`src/rtl/dbt_pkg.sv`:
```
package dbt_pkg;
    typedef enum logic [2:0] {
        XK_NONE = 3'd0,
        XK_J    = 3'd1,
        XK_JAL  = 3'd2,
        XK_JR   = 3'd3,
        XK_JALR = 3'd4,
        XK_BF   = 3'd5,
        XK_BNF  = 3'd6,
        XK_RFE  = 3'd7
    } xfer_kind_e;

    typedef enum logic [0:0] {
        ST_IDLE = 1'b0,
        ST_SLOT = 1'b1
    } slot_state_e;
endpackage

```
`src/rtl/dbt_decode.sv`:
```
module dbt_decode
    import dbt_pkg::*;
(
    input  xfer_kind_e kind_i,
    input  logic       flag_i,
    output logic       taken_o,
    output logic       is_ctrl_o,
    output logic       links_o,
    output logic       use_reg_o,
    output logic       is_rfe_o
);
    always_comb begin
        taken_o   = 1'b0;
        links_o   = 1'b0;
        use_reg_o = 1'b0;
        is_rfe_o  = 1'b0;
        unique case (kind_i)
            XK_NONE: ;
            XK_J:    taken_o = 1'b1;
            XK_JAL:  begin taken_o = 1'b1; links_o = 1'b1; end
            XK_JR:   begin taken_o = 1'b1; use_reg_o = 1'b1; end
            XK_JALR: begin taken_o = 1'b1; use_reg_o = 1'b1; links_o = 1'b1; end
            XK_BF:   taken_o = flag_i;
            XK_BNF:  taken_o = !flag_i;
            XK_RFE:  is_rfe_o = 1'b1;
            default: ;
        endcase
        is_ctrl_o = (kind_i != XK_NONE);
    end
endmodule

```
`src/rtl/dbt_target.sv`:
```
module dbt_target #(
    parameter int XLEN  = 32,
    parameter int DISPW = 26
) (
    input  logic [XLEN-1:0]  pc_i,
    input  logic [DISPW-1:0] disp_i,
    input  logic [XLEN-1:0]  reg_tgt_i,
    input  logic             use_reg_i,
    output logic [XLEN-1:0]  dest_o,
    output logic [XLEN-1:0]  link_o
);
    localparam int EXTW = XLEN - DISPW - 2;

    logic [XLEN-1:0] byte_off;

    generate
        if (EXTW > 0) begin : g_ext
            assign byte_off = {{EXTW{disp_i[DISPW-1]}}, disp_i, 2'b00};
        end else begin : g_trunc
            assign byte_off = XLEN'({disp_i, 2'b00});
        end
    endgenerate

    assign dest_o = use_reg_i ? reg_tgt_i : (pc_i + byte_off);
    assign link_o = pc_i + XLEN'(8);
endmodule

```
`src/rtl/dbt_unit.sv`:
```
module dbt_unit
    import dbt_pkg::*;
#(
    parameter int XLEN     = 32,
    parameter int DISPW    = 26,
    parameter int RIDXW    = 5,
    parameter int LINK_REG = 9
) (
    input  logic             clk,
    input  logic             rst_n,
    input  logic             valid_i,
    input  logic [2:0]       kind_i,
    input  logic [XLEN-1:0]  pc_i,
    input  logic [DISPW-1:0] disp_i,
    input  logic [XLEN-1:0]  reg_tgt_i,
    input  logic             flag_i,
    input  logic [XLEN-1:0]  epc_i,
    input  logic [XLEN-1:0]  esr_i,
    output logic             slot_pending_o,
    output logic [XLEN-1:0]  target_o,
    output logic             redirect_o,
    output logic [XLEN-1:0]  redirect_pc_o,
    output logic             link_we_o,
    output logic [RIDXW-1:0] link_idx_o,
    output logic [XLEN-1:0]  link_val_o,
    output logic             sr_we_o,
    output logic [XLEN-1:0]  sr_val_o,
    output logic             illegal_o
);
    slot_state_e state_q, state_d;
    xfer_kind_e  kind;
    logic        taken, is_ctrl, links, use_reg, is_rfe;
    logic [XLEN-1:0] dest, link_nxt;

    assign kind = xfer_kind_e'(kind_i);

    dbt_decode u_decode (
        .kind_i    (kind),
        .flag_i    (flag_i),
        .taken_o   (taken),
        .is_ctrl_o (is_ctrl),
        .links_o   (links),
        .use_reg_o (use_reg),
        .is_rfe_o  (is_rfe)
    );

    dbt_target #(.XLEN(XLEN), .DISPW(DISPW)) u_target (
        .pc_i      (pc_i),
        .disp_i    (disp_i),
        .reg_tgt_i (reg_tgt_i),
        .use_reg_i (use_reg),
        .dest_o    (dest),
        .link_o    (link_nxt)
    );

    // next-state logic
    always_comb begin
        state_d = state_q;
        unique case (state_q)
            ST_IDLE: if (valid_i && taken) state_d = ST_SLOT;
            ST_SLOT: if (valid_i)          state_d = ST_IDLE;
            default: state_d = ST_IDLE;
        endcase
    end

    // state register
    always_ff @(posedge clk) begin
        if (!rst_n) state_q <= ST_IDLE;
        else        state_q <= state_d;
    end

    // output registers
    always_ff @(posedge clk) begin
        if (!rst_n) begin
            target_o      <= '0;
            redirect_o    <= 1'b0;
            redirect_pc_o <= '0;
            link_we_o     <= 1'b0;
            link_val_o    <= '0;
            sr_we_o       <= 1'b0;
            sr_val_o      <= '0;
            illegal_o     <= 1'b0;
        end else begin
            redirect_o <= 1'b0;
            link_we_o  <= 1'b0;
            sr_we_o    <= 1'b0;
            illegal_o  <= 1'b0;
            unique case (state_q)
                ST_IDLE: if (valid_i) begin
                    if (is_rfe) begin
                        redirect_o    <= 1'b1;
                        redirect_pc_o <= epc_i;
                        sr_we_o       <= 1'b1;
                        sr_val_o      <= esr_i;
                    end else if (taken) begin
                        target_o <= dest;
                        if (links) begin
                            link_we_o  <= 1'b1;
                            link_val_o <= link_nxt;
                        end
                    end
                end
                ST_SLOT: if (valid_i) begin
                    redirect_o    <= 1'b1;
                    redirect_pc_o <= target_o;
                    illegal_o     <= is_ctrl;
                end
                default: ;
            endcase
        end
    end

    assign slot_pending_o = (state_q == ST_SLOT);
    assign link_idx_o     = RIDXW'(LINK_REG);

    AST_SLOT_WAITS: assert property (@(posedge clk) disable iff (!rst_n)
        slot_pending_o && !valid_i |=> slot_pending_o && $stable(target_o) && !redirect_o);
    AST_SLOT_REDIRECTS: assert property (@(posedge clk) disable iff (!rst_n)
        slot_pending_o && valid_i |=> redirect_o && !slot_pending_o && redirect_pc_o == $past(target_o));
    AST_LINK_SKIPS_SLOT: assert property (@(posedge clk) disable iff (!rst_n)
        link_we_o |-> link_val_o == $past(pc_i) + XLEN'(8));
    AST_ILLEGAL_QUIET: assert property (@(posedge clk) disable iff (!rst_n)
        illegal_o |-> redirect_o && !link_we_o && !sr_we_o && !slot_pending_o);
    AST_RESTORE_PAIRED: assert property (@(posedge clk) disable iff (!rst_n)
        sr_we_o |-> redirect_o && redirect_pc_o == $past(epc_i) && sr_val_o == $past(esr_i));
    AST_IDLE_WHEN_NO_ISSUE: assert property (@(posedge clk) disable iff (!rst_n)
        !slot_pending_o && !valid_i |=> !slot_pending_o && !redirect_o && !link_we_o);
endmodule

```
`config.mk`:
```
export PLATFORM = sky130hd
export DESIGN_NAME = dbt_unit
export DESIGN_NICKNAME = d
export VERILOG_FILES = /design/src/rtl/dbt_pkg.sv /design/src/rtl/dbt_decode.sv /design/src/rtl/dbt_target.sv /design/src/rtl/dbt_unit.sv
export SDC_FILE = /design/constraint.sdc
export NUM_CORES = 1
export LEC_CHECK = 0
export BUFFER_PORTS_ARGS = -buffer_cell sky130_fd_sc_hd__buf_2
export CAP_MARGIN = 5
export CORE_MARGIN = 10
export CORE_UTILIZATION = 40
export CTS_BUF_LIST = sky130_fd_sc_hd__clkbuf_4
export DETAILED_ROUTE_END_ITERATION = 12
export PLACE_DENSITY = 0.69
export SLEW_MARGIN = 10
export SYNTH_ARGS = -nofsm -noshare
export SYNTH_HDL_FRONTEND = slang
export SYNTH_HIERARCHICAL = 1
export SYNTH_SLANG_ARGS = --single-unit
export TNS_END_PERCENT = 10
```
`constraint.sdc`:
```
create_clock -name clk -period 3.95 [get_ports clk]
set_input_delay 0.395 -clock clk [delete_from_list [all_inputs] [get_ports clk]]
set_output_delay 0.395 -clock clk [all_outputs]
set_load 0.03 [all_outputs]
```
==> summary.md <==
| Metric | Value |
|---|---|
| Layout Utilization | 50.2% |
| Placer's final routability congestion estimate | 0.859 |
| GRT Residual Overflow | 0 |
| Register area share after synthesis | 33.4% |
| Die Y | 161 µm |
| Max Root-Sink Buffers | 2 |
| Synth-to-layout area growth | 22.9% |
| DRT Pass-1 Iters | 6 |
| Worst Path Class, Setup | in -> reg |
| Post-CTS Hold Buffers | 0 |
| Syn avg cell area | 8.24 µm² |
| Tightest Hold Check Type | in -> reg |
| Std-Cell Rows | 51 |
| Remaining routing DRC violations | 0 |
| CP Launch Type | input port |
| Max-slew headroom | 32.2% |
| Period utilization | 66.7% |
| Clk slew on worst S/H paths | 0.13 ns |
| Root Driver | clkbuf_4 |
| Largest net degree at the start of global routing | 108 |
| DP Wirelength | 20.1 mm |
| Crit path time final | 2.63 ns |
| Power per standard cell area | 346 nW/µm² |
| I/O pin total | between 200 and 300 |
| Synth cell types | 69 |
| CTS tree | yes |
| Finish-stage setup viols | 0 |
| IO buf count | 293 |
| Post-synth EDFFs | 0 |
| Layout cells sized above 1 | 28.8% |
| CP Capture Type | flop |
| Critical R2R Launch | slot_pending_o |
| Global-route wire length before repair | between 40 and 50 mm |
| Reg2reg path depth | 5 |
| Outcome | completed |
| Synth Area in XOR/XNOR | 5.38% |
| Max-slew violations | 0 |
| Antenna Nets Post-Route | 0 |
| Die footprint | around 26000 µm² |
| Core ar. | around 20000 µm² |
| Synth Area in Compound Gates | 20.7% |
| Crit-path cells | buf_2 -> ha_1 -> fa_1 -> a21oi_1 -> o211ai_1 -> a2111oi_1 -> o221a_2 -> o2111ai_1 -> o41a_1 -> o21ai_1 -> nand2_1 -> a21boi_0 |
| Initial Util | 40.8% |
| CTS Buf Count | 17 |
| Area of the multi-input gates | 4870 µm² |
| CP peak stage delay | approximately 0.60 ns |
| Clock latency on the worst-skew pair | between 0.5 and 0.6 ns |
| Worst path bufs/invs | 1 |
| Via Count | 7679 |
| FFs w/ async S/R, synth | 0% |
| Hold EP | sr_val_o[24] |
| Pleak | 4.95 nW |
| Synth warn | 6 |
| Worst Clk Skew | between 0.02 and 0.025 ns |
| Max_cap viols | 0 |
| Mapped Area | 7970 µm² |
| Post-CTS sizing | 0 |
| Max frequency | between 300 and 400 MHz |
| Starting DRT DRC Count | 584 |
| Adder-cell share of the synthesized area | under 10% |
| RSZ-0062 raised after global routing | false |
| Setup slack, reg-to-reg | 1.86 ns |
| Ys flop type | dfxtp_1 |
| DR vias/cell | 5.12 |
| Critical R2R Capture | sr_val_o[13] |
| Hold Fails Final Rpt | 0 |
| Initial antenna violation count | 7 |
| Nets | roughly 1400 |
| CP Data Arrival Time | between 3 and 4 ns |
| Post-Synth Simple-Gate Area | 20.3% |
| Largest family of logic cells by synthesized area | compound AO/OA/AOI/OAI gates |
| Layout fillers | a little under 2000 |
| Setup TNS | 0 ns |
| Critical path's top delay family | compound AO/OA/AOI/OAI gates |
| Postcts setup bufs | 0 |
| Clock Sinks | 133 |
| Die X-Extent | 161 µm |
| Synth Instances | 968 |
| Avg WL per Cell | ~17 µm |
| Reg area | 2660 µm² |
| Least-Margin Pin Slew | 1.02 ns |
| Largest vdd supply drop | 0.000150 V |
| Mux cell area share after synthesis | 9.32% |
| CP startpoint | pc_i[2] |
| Vias in the first global route | 7528 |
| H-Tree Depth | 4 |
| Yosys reg bits | 133 |
| Slowest cell on crit path | a2111oi_1 |
| Final wirelength | 25.8 mm |
| GRT Resource Usage Total | between 10% and 20% |
| Hold Path Cell Cnt | 3 |
| Worst Hold Launch | esr_i[24] |
| Critical path peak fanout | 4 |
| Critical Path RT | 4.41 ns |
[cell families (layout without fill, tap and decap cells)]
| family | count (synthesis) | in the layout |
|---|---|---|
| muxes | 73 | 73 |
| xor gates and xnor gates | 49 | 49 |
| adders and majority gates | 31 | 31 |
| AOI/OAI and AO/OA | 228 | 228 |
| and+or+nand+nor | 366 | 366 |
| DFF | 133 | 133 |
| buffers and inverters | 86 | 349 |
| other | 2 | 7 |
[report_power, final]
part / leakage [nW] / switching (W) / internal (W)
combinational: 3.70 / 0.000552 / 0.000347
sequential: 1.08 / 0.0000514 / 0.00141
clock: 0.167 / 0.000578 / 0.000456
[per-layer routing]
layer / vias to the layer above / track usage [%] / wire (µm)
met5: - / 0 / 46
met4: 8 / 5.62 / 503
met1: 3513 / 23.0 / 11200
met3: 33 / 7.73 / 2200
li1: 3864 / - / -
met2: 261 / 30.4 / 11800
[layout by cell type (no fill, tap or decap), types with 4 or more instances in the layout]
cell type  instances
a21oi_1           37
nor2_1            13
o21bai_1           4
clkbuf_4          17
conb_1             5
a21boi_1          10
and4_1             9
inv_6              4
nor3_1             6
nand2_1          270
mux2_2             6
mux2i_1           65
o211a_1           32
nand3_1           20
a21o_1            10
nand4_1            8
a21boi_0          59
buf_4              7
dfxtp_1          132
ha_1              30
nand2b_1           5
and3_1             9
xnor2_1           35
inv_1             16
buf_2            292
o211ai_1           5
xor2_1            14
o21ai_0           35
[layout make-up]
class	count	area share, %
diodes	2	0.0511
clock buffers	17	1.30
clock inverters	15	1.95
inverters	16	0.613
multi-input cells	752	49.7
flip-flops and latches	133	27.2
well taps	265	3.38
repair buffers	301	15.8
[state kept, by name, indices dropped and copies added, names as in the netlist]
name / count
sr_we_o: 1
link_we_o: 1
slot_pending_o: 1
link_val_o: 32
redirect_pc_o: 32
sr_val_o: 32
redirect_o: 1
target_o: 32
illegal_o: 1
[worst register-to-register path: cells and delay by family, from the launching register on]
kind,cells,cell delay [ns]
simple gates,2,0.54
buf+inv,2,0.70
flops,1,0.61
compound gates,1,0.17
[worst max path at each step]
stage	endpoint	cells after the start	slack, ns
after floorplan	target_o[24]	11	1.33
final	target_o[28]	12	1.32
after global routing	target_o[24]	12	1.17
after detailed placement	target_o[24]	12	0.79
after global placement	target_o[24]	12	0.77
after CTS	target_o[28]	12	1.39
[synthesized netlist by cell type, types with 6 or more instances]
| cell | number | area (µm²) |
|---|---|---|
| nand4_1 | 8 | 50.1 |
| a21boi_0 | 59 | 443 |
| buf_2 | 18 | 90.1 |
| and3_1 | 9 | 56.3 |
| nor2_1 | 13 | 48.8 |
| a21o_1 | 10 | 75.1 |
| dfxtp_1 | 133 | 2660 |
| xor2_1 | 14 | 123 |
| a21boi_1 | 10 | 75.1 |
| clkbuf_1 | 28 | 105 |
| xnor2_1 | 35 | 307 |
| o21ai_0 | 35 | 175 |
| o211a_1 | 32 | 320 |
| ha_1 | 30 | 375 |
| mux2_2 | 6 | 67.6 |
| nor3_1 | 6 | 30.0 |
| inv_1 | 16 | 60.1 |
| mux2i_1 | 66 | 661 |
| buf_4 | 17 | 128 |
| nand3_1 | 20 | 100 |
| and4_1 | 9 | 78.8 |
| a21oi_1 | 37 | 185 |
| nand2_1 | 270 | 1010 |
[through the flow]
stage          hold WS, ns  setup slack, ns  area (µm²)  cells  power [W]
2_1_floorplan        0.530             1.33        7990    971    0.00210
5_1_grt            0.00302             1.17        9800   1500    0.00358
6_report            0.0664             1.32        9800   1501    0.00339
3_5_place_dp         0.442            0.793        9460   1466    0.00239
4_1_cts            0.00634             1.39        9780   1498    0.00344
3_3_place_gp         0.437            0.771        9460   1466    0.00238
No activity file was read; power rests on OpenSTA's default activity.
